==> config.mk <==
export PLATFORM = sky130hd
export DESIGN_NAME = sdram_cmd_gate
export DESIGN_NICKNAME = d
export VERILOG_FILES = /design/src/rtl/sdram_gate_pkg.sv /design/src/rtl/sdram_gate_dctr.sv /design/src/rtl/sdram_gate_bank.sv /design/src/rtl/sdram_gate_cfg.sv /design/src/rtl/sdram_gate_rdcap.sv /design/src/rtl/sdram_cmd_gate.sv
export SDC_FILE = /design/constraint.sdc
export NUM_CORES = 1
export LEC_CHECK = 0
export ABC_AREA = 1
export BUFFER_PORTS_ARGS = -buffer_cell sky130_fd_sc_hd__buf_2
export CAP_MARGIN = 20
export CORE_ASPECT_RATIO = 0.6
export CORE_MARGIN = 3
export CORE_UTILIZATION = 30
export CTS_CLUSTER_DIAMETER = 200
export DETAILED_ROUTE_END_ITERATION = 12
export GPL_ROUTABILITY_DRIVEN = 0
export PLACE_DENSITY = 0.48
export SLEW_MARGIN = 20
export SYNTH_ARGS = -nofsm -noshare
export SYNTH_HDL_FRONTEND = slang
export SYNTH_SLANG_ARGS = --single-unit
==> constraint.sdc <==
create_clock -name clk -period 2 [get_ports clk]
set_input_delay 0.1 -clock clk [delete_from_list [all_inputs] [get_ports clk]]
set_output_delay 0.1 -clock clk [all_outputs]
set_load 0.02 [all_outputs]
==> src/rtl/sdram_gate_pkg.sv <==
package sdram_gate_pkg;
  localparam int RC_W    = 3;
  localparam int RAS_MIN = 2;
  localparam int RRD_MIN = 3;

  typedef enum logic [2:0] {
    CMD_NOP = 3'd0,
    CMD_ACT = 3'd1,
    CMD_RD  = 3'd2,
    CMD_WR  = 3'd3,
    CMD_PRE = 3'd4,
    CMD_REF = 3'd5,
    CMD_MRS = 3'd6
  } sdcmd_e;

  typedef struct packed {
    logic [RC_W-1:0] row_cyc;
    logic            rcd_long;
    logic            rp_long;
    logic            wr_long;
    logic            rd_shift;
  } gate_cfg_t;
endpackage

==> src/rtl/sdram_gate_dctr.sv <==
module sdram_gate_dctr #(
  parameter int W = 3
) (
  input  logic         clk,
  input  logic         rst_n,
  input  logic         load,
  input  logic [W-1:0] load_val,
  output logic         zero
);
  logic [W-1:0] q;
  logic [W-1:0] q_d;
  logic         q_en;

  always_comb begin
    q_en = load | (q != '0);
    q_d  = load ? load_val : (q - 1'b1);
  end

  always_ff @(posedge clk or negedge rst_n) begin
    if (!rst_n)    q <= '0;
    else if (q_en) q <= q_d;
  end

  assign zero = (q == '0);

  // an expired timer stays expired until reloaded
  assert_idle_stays_R9: assert property (@(posedge clk) disable iff (!rst_n)
    (zero && !load) |=> zero);
endmodule

==> src/rtl/sdram_gate_bank.sv <==
module sdram_gate_bank #(
  parameter int W = 3
) (
  input  logic         clk,
  input  logic         rst_n,
  input  logic         act_ld,
  input  logic         wr_ld,
  input  logic [W-1:0] ras_val,
  input  logic [W-1:0] rcd_val,
  input  logic [W-1:0] wrr_val,
  output logic         ras_ok,
  output logic         rcd_ok,
  output logic         wrr_ok
);
  sdram_gate_dctr #(.W(W)) u_ras (
    .clk(clk), .rst_n(rst_n), .load(act_ld), .load_val(ras_val), .zero(ras_ok));
  sdram_gate_dctr #(.W(W)) u_rcd (
    .clk(clk), .rst_n(rst_n), .load(act_ld), .load_val(rcd_val), .zero(rcd_ok));
  sdram_gate_dctr #(.W(W)) u_wrr (
    .clk(clk), .rst_n(rst_n), .load(wr_ld), .load_val(wrr_val), .zero(wrr_ok));
endmodule

==> src/rtl/sdram_gate_cfg.sv <==
module sdram_gate_cfg
  import sdram_gate_pkg::*;
(
  input  logic      clk,
  input  logic      rst_n,
  input  logic      wr_req,
  input  gate_cfg_t wr_data,
  input  logic      quiet,
  output gate_cfg_t cfg_q
);
  logic apply;

  always_comb apply = wr_req & quiet;

  always_ff @(posedge clk or negedge rst_n) begin
    if (!rst_n) begin
      cfg_q.row_cyc  <= {RC_W{1'b1}} - 1'b1;
      cfg_q.rcd_long <= 1'b1;
      cfg_q.rp_long  <= 1'b1;
      cfg_q.wr_long  <= 1'b1;
      cfg_q.rd_shift <= 1'b0;
    end else if (apply) begin
      cfg_q <= wr_data;
    end
  end

  assert_cfg_frozen_R10: assert property (@(posedge clk) disable iff (!rst_n)
    !quiet |=> $stable(cfg_q));
endmodule

==> src/rtl/sdram_gate_rdcap.sv <==
module sdram_gate_rdcap #(
  parameter int DW = 16,
  parameter int CL = 2
) (
  input  logic          clk,
  input  logic          rst_n,
  input  logic          rd_issue,
  input  logic          shift,
  input  logic [DW-1:0] dq_in,
  output logic          rd_valid,
  output logic [DW-1:0] rd_data,
  output logic          busy
);
  localparam int PL = CL + 2;

  logic [PL-1:0] pipe_q;
  logic [PL-1:0] pipe_d;
  logic [DW-1:0] neg_q;
  logic [DW-1:0] data_d;
  logic          vld_d;

  always_comb begin
    pipe_d = {pipe_q[PL-2:0], rd_issue};
    vld_d  = shift ? pipe_q[PL-1] : pipe_q[PL-2];
    data_d = shift ? neg_q : dq_in;
  end

  always_ff @(posedge clk or negedge rst_n) begin
    if (!rst_n) begin
      pipe_q   <= '0;
      rd_valid <= 1'b0;
      rd_data  <= '0;
    end else begin
      pipe_q   <= pipe_d;
      rd_valid <= vld_d;
      if (vld_d) rd_data <= data_d;
    end
  end

  always_ff @(negedge clk or negedge rst_n) begin
    if (!rst_n) neg_q <= '0;
    else        neg_q <= dq_in;
  end

  assign busy = |pipe_q;
endmodule

==> src/rtl/sdram_cmd_gate.sv <==
module sdram_cmd_gate
  import sdram_gate_pkg::*;
#(
  parameter int BANK_W   = 2,
  parameter int DW       = 16,
  parameter int CAS_LAT  = 2,
  parameter int MRS_CLKS = 1
) (
  input  logic              clk,
  input  logic              rst_n,
  input  logic              cfg_we,
  input  logic [2:0]        cfg_row_cyc,
  input  logic              cfg_rcd_long,
  input  logic              cfg_rp_long,
  input  logic              cfg_wr_long,
  input  logic              cfg_rd_shift,
  input  logic              req_valid,
  input  logic [2:0]        req_cmd,
  input  logic [BANK_W-1:0] req_bank,
  output logic              req_ready,
  output logic [2:0]        cmd_out,
  output logic [BANK_W-1:0] cmd_bank,
  input  logic [DW-1:0]     dq_in,
  output logic              rd_valid,
  output logic [DW-1:0]     rd_data
);
  localparam int NB = 1 << BANK_W;
  localparam int CW = RC_W;
  localparam int SW = CW + 2;

  gate_cfg_t cfg_q;
  gate_cfg_t cfg_wdata;
  logic [CW-1:0] rc_val, ras_val, rrd_val, rcd_val, rp_val, wrr_val, mrs_val;
  logic rc_ok, rrd_ok, rp_ok, mrs_ok, rd_busy;
  logic [NB-1:0] ras_ok, rcd_ok, wrr_ok, act_b, wr_b;
  logic grant, is_act, is_rd, is_wr, is_pre, is_ref, is_mrs, idle, quiet;
  logic [2:0] cmd_d;
  logic [BANK_W-1:0] bank_d;

  always_comb begin
    cfg_wdata.row_cyc  = cfg_row_cyc;
    cfg_wdata.rcd_long = cfg_rcd_long;
    cfg_wdata.rp_long  = cfg_rp_long;
    cfg_wdata.wr_long  = cfg_wr_long;
    cfg_wdata.rd_shift = cfg_rd_shift;
  end

  // reload values are the interval in clocks minus one
  always_comb begin
    rc_val  = cfg_q.row_cyc;
    ras_val = (cfg_q.row_cyc < CW'(RAS_MIN - 1)) ? CW'(RAS_MIN - 1) : cfg_q.row_cyc;
    rrd_val = (cfg_q.row_cyc < CW'(RRD_MIN - 1)) ? CW'(RRD_MIN - 1) : cfg_q.row_cyc;
    rcd_val = CW'(cfg_q.rcd_long);
    rp_val  = CW'(cfg_q.rp_long);
    wrr_val = CW'(cfg_q.wr_long);
    mrs_val = CW'(MRS_CLKS - 1);
  end

  always_comb begin
    case (sdcmd_e'(req_cmd))
      CMD_ACT:          req_ready = rc_ok & rrd_ok & rp_ok & mrs_ok;
      CMD_RD, CMD_WR:   req_ready = rcd_ok[req_bank] & mrs_ok;
      CMD_PRE:          req_ready = ras_ok[req_bank] & wrr_ok[req_bank] & mrs_ok;
      CMD_REF, CMD_MRS: req_ready = rc_ok & rp_ok & mrs_ok;
      default:          req_ready = 1'b1;
    endcase
    grant  = req_valid & req_ready;
    is_act = grant & (req_cmd == CMD_ACT);
    is_rd  = grant & (req_cmd == CMD_RD);
    is_wr  = grant & (req_cmd == CMD_WR);
    is_pre = grant & (req_cmd == CMD_PRE);
    is_ref = grant & (req_cmd == CMD_REF);
    is_mrs = grant & (req_cmd == CMD_MRS);
    idle   = rc_ok & rrd_ok & rp_ok & mrs_ok & (&ras_ok) & (&rcd_ok) & (&wrr_ok) & ~rd_busy;
    quiet  = idle & ~grant;
  end

  sdram_gate_cfg u_cfg (
    .clk(clk), .rst_n(rst_n), .wr_req(cfg_we), .wr_data(cfg_wdata),
    .quiet(quiet), .cfg_q(cfg_q));

  sdram_gate_dctr #(.W(CW)) u_rc (
    .clk(clk), .rst_n(rst_n), .load(is_act | is_ref), .load_val(rc_val), .zero(rc_ok));
  sdram_gate_dctr #(.W(CW)) u_rrd (
    .clk(clk), .rst_n(rst_n), .load(is_act), .load_val(rrd_val), .zero(rrd_ok));
  sdram_gate_dctr #(.W(CW)) u_rp (
    .clk(clk), .rst_n(rst_n), .load(is_pre), .load_val(rp_val), .zero(rp_ok));
  sdram_gate_dctr #(.W(CW)) u_mrs (
    .clk(clk), .rst_n(rst_n), .load(is_mrs), .load_val(mrs_val), .zero(mrs_ok));

  for (genvar b = 0; b < NB; b++) begin : g_bank
    assign act_b[b] = is_act & (req_bank == BANK_W'(b));
    assign wr_b[b]  = is_wr  & (req_bank == BANK_W'(b));
    sdram_gate_bank #(.W(CW)) u_bank (
      .clk(clk), .rst_n(rst_n), .act_ld(act_b[b]), .wr_ld(wr_b[b]),
      .ras_val(ras_val), .rcd_val(rcd_val), .wrr_val(wrr_val),
      .ras_ok(ras_ok[b]), .rcd_ok(rcd_ok[b]), .wrr_ok(wrr_ok[b]));
  end

  sdram_gate_rdcap #(.DW(DW), .CL(CAS_LAT)) u_rdcap (
    .clk(clk), .rst_n(rst_n), .rd_issue(is_rd), .shift(cfg_q.rd_shift),
    .dq_in(dq_in), .rd_valid(rd_valid), .rd_data(rd_data), .busy(rd_busy));

  always_comb begin
    cmd_d  = (grant && (req_cmd != 3'd7)) ? req_cmd : CMD_NOP;
    bank_d = grant ? req_bank : '0;
  end

  always_ff @(posedge clk or negedge rst_n) begin
    if (!rst_n) begin
      cmd_out  <= CMD_NOP;
      cmd_bank <= '0;
    end else begin
      cmd_out  <= cmd_d;
      cmd_bank <= bank_d;
    end
  end

  // bus-side spacing monitors feeding the assertions below
  logic [SW-1:0] since_act, since_pre, act_need, pre_need;
  logic act_seen, pre_seen;

  always_ff @(posedge clk or negedge rst_n) begin
    if (!rst_n) begin
      since_act <= '0; since_pre <= '0; act_need <= '0; pre_need <= '0;
      act_seen  <= 1'b0; pre_seen <= 1'b0;
    end else begin
      if (cmd_out == CMD_ACT) begin
        since_act <= SW'(1);
        act_need  <= SW'(rrd_val) + SW'(1);
        act_seen  <= 1'b1;
      end else if (since_act != '1) begin
        since_act <= since_act + 1'b1;
      end
      if (cmd_out == CMD_PRE) begin
        since_pre <= SW'(1);
        pre_need  <= SW'(rp_val) + SW'(1);
        pre_seen  <= 1'b1;
      end else if (since_pre != '1) begin
        since_pre <= since_pre + 1'b1;
      end
    end
  end

  assert_act_spacing_R3: assert property (@(posedge clk) disable iff (!rst_n)
    (cmd_out == CMD_ACT && act_seen) |-> (since_act >= act_need));

  assert_pre_spacing_R6: assert property (@(posedge clk) disable iff (!rst_n)
    ((cmd_out == CMD_ACT || cmd_out == CMD_REF) && pre_seen) |-> (since_pre >= pre_need));

  assert_rd_origin_R11: assert property (@(posedge clk) disable iff (!rst_n)
    rd_valid |-> ($past(cmd_out, CAS_LAT + 1) == CMD_RD || $past(cmd_out, CAS_LAT + 2) == CMD_RD));
endmodule

==> metrics.txt <==
most frequent cell after synthesis nand2_1; Worst Tran Pin Value 0.7227 ns; Initial Util 30.90%; vias in the first global route 4,015; drt via density 4.283; cell area after synthesis 5066 um2; top_reg_cell synth dfrtp_1; WL/cell 13.12 um; Yosys reg bits 97; Tmin final 2.082 ns; Netlist cell types 39; area taken by multi-input logic gates 2437 um2; count of pins over their slew limit 0; maximum VDD drop 0.5047 mV; Ys Warns 0; port bufs 54; Critical Path Start u_rrd.q[0]; DRT antenna net count 0; DRT Pass-1 Iters 4; register area share after synthesis 48.04%; CTS Buffer Depth 2; DRC errors left 0; outcome finished, violations left; CP most frequent cell inv_1; Post-synth EDFFs 0; min-delay src req_cmd[0]; Tcrit/Tclk final 104.1%; critical path cell sequence inv_2, ha_1, inv_1, or2_2, nor3_4, o21ai_2, nand2_4, buf_12, buf_6, nand4_4, o211ai_1, inv_1; H-tree Lvls 3; final setup violating endpoints 40; Setup CP Type register to register; Syn Nets 633; Die Y 106.7 um; # Max-Cap Violations 0; min setup slack post-route -0.08216 ns; post-place setup slack -0.1196 ns; worst hold-check path type input port to register; relative slew slack 51.64%; Synth top area share 37.54%; most instantiated cells after synthesis nand2_1, inv_1, dfrtp_1, nor2_1, ha_1; area leader, netlist dfrtp_1; Die W 173.8 um; First DRT Iteration DRCs 225; Reg area 2434 um2; largest cells by area after synthesis dfrtp_1, nand2_1, dfrtn_1; P&R area growth vs syn 30.25%; Required @ worst endpoint 2.23 ns; Inserted Clock Buffers 9; static leakage 3.312 nW; CP Launch Type register; worst-skew pair later-pin latency 0.35 ns; reg2reg start u_rrd.q[0]; Hold Vio Cnt, Final 0; final WL 11.95 mm; fill count 1,673; failing checks setup timing; Site Rows 36; Worst Skew 0.01024 ns; ys async rst share 100.0%; pwr dens 1281 nW/um2; clk sinks 97; initial antenna violation count 0; CP arrival 2.31 ns; vias 3,902; final core utilization 40.25%; Reg clk slew, reported paths 0.07 ns; CP peak stage delay 0.40 ns; diode count 0; die area 18,530 um2; Worst Setup End Kind register; Critical-path top delay cell dfrtp_1; Design Area, Final 6599 um2; Layout Nets 742; FMAX 480.3 MHz; core area 16,400 um2; root cell of the clock tree clkbuf_16; post-placement cell area 5826 um2; layout cells sized above 1 30.31%; GRT Overall Usage 13.61%; CTS tree done; syn_area_per_cell 8.904 um2; grt ovf 0; first-pass GRT wire length 20.15 mm; Final Power 8.456 mW; Sum Neg Setup Slack -1.405 ns; Detail Placement HPWL 8.743 mm; # IOs 55; critical path peak fanout 6; synthesized instance count 569; largest net degree at the start of global routing 35; RSZ-0062 raised after global routing true
==> flip-flops by register name, summed over array words and instances, names as in the netlist <==
name / cells
g_bank.u_bank.u_ras.q: 12
g_bank.u_bank.u_rcd.q: 12
u_rdcap.rd_data: 16
u_cfg.cfg_q: 7
cmd_out: 3
u_rdcap.pipe_q: 4
g_bank.u_bank.u_wrr.q: 12
u_rdcap.rd_valid: 1
u_rc.q: 3
u_rrd.q: 3
cmd_bank: 2
u_rdcap.neg_q: 16
u_mrs.q: 3
u_rp.q: 3
==> where the power goes <==
group / internal, mW / switching (mW)
registers: 2.60 / 0.303
logic: 1.76 / 2.11
clock network: 0.870 / 0.816
==> critical path, delay by kind of cell (launching register included) <==
family	cells	cell delay, ns
and+or+nand+nor	4	0.75
buffers and inverters	5	0.41
DFF	1	0.40
AOI/OAI and AO/OA	2	0.26
adders and majority gates	1	0.14
==> stage by stage <==
| step | instances | hold slack (ns) |
|---|---|---|
| finish | 911 | 0.04357 |
| global route | 911 | 0.03596 |
| CTS | 907 | 0.02845 |
| detailed placement | 875 | 0.07326 |
| global placement | 875 | 0.06533 |
| floorplan | 569 | -0.1956 |
==> cell families (layout without fill, tap and decap cells) <==
| logic type | Yosys count | count (layout) | share of synthesized area [%] |
|---|---|---|---|
| adders and majority gates | 32 | 32 | 7.903 |
| buffers and inverters | 112 | 225 | 8.940 |
| muxes | 18 | 18 | 3.606 |
| xor gates and xnor gates | 19 | 19 | 3.285 |
| and+or+nand+nor | 239 | 240 | 22.43 |
| DFF | 97 | 97 | 48.04 |
| AOI/OAI and AO/OA | 52 | 52 | 5.804 |
==> cells in the final DEF, fill, tap and decap left out, types with 9 or more instances in the layout <==
master,netlist,final
a21oi_1,17,16
buf_4,2,39
o211ai_1,12,12
nand3_1,21,13
clkbuf_16,0,9
inv_1,97,88
o21ai_1,1,9
xor2_1,18,18
nand2_2,2,14
ha_1,32,20
buf_2,1,52
nand2_1,125,113
inv_2,4,10
o21ai_0,21,13
nor2_1,65,53
dfrtn_1,16,16
mux2i_1,16,16
dfrtp_1,76,76
ha_2,0,9
nor2_2,3,11
==> final timing paths <==
path | endpoint | slack, ns | cells past startpoint
setup / recovery | g_bank[0].u_bank.u_rcd.q[1] | -0.08 | 12
hold / removal | cmd_out[0] | 0.04 | 3
setup reg to reg | g_bank[0].u_bank.u_rcd.q[1] | -0.08 | 12
hold reg to reg | u_rdcap.pipe_q[2] | 0.39 | 0
max in group asynchronous | u_rdcap.neg_q[0] | 0.51 | 2
min in group asynchronous | u_rdcap.rd_valid | 0.26 | 2
==> repair_timing <==
item / in CTS / in global routing
endpoints found under the hold margin: 22 / 0
resized for setup: 43 / 46
endpoints found under the setup margin: 45 / 62
buffers inserted: 8 / 3
cloned: 0 / 1
pin swaps: 15 / 27
hold buffers: 8 / 0
==> layer usage <==
| metal | track usage, % | share of wire, % |
|---|---|---|
| met5 | 0 | 0 |
| met3 | 2.866 | 3.6 |
| met1 | 19.42 | 51 |
| met4 | 3.612 | 1.0 |
| met2 | 21.01 | 45 |
==> cell type report <==
cell class                 instances  share of cell area [%]
timing repair buffer             108                   11.59
inverter                         101                   5.859
tap                              228                   4.323
clock buffer                       9                   3.413
multi-input combinational        361                   36.94
sequential                        97                   36.88
clock inverter                     7                   1.005
Note: power is estimated with default switching activity, not from simulation.
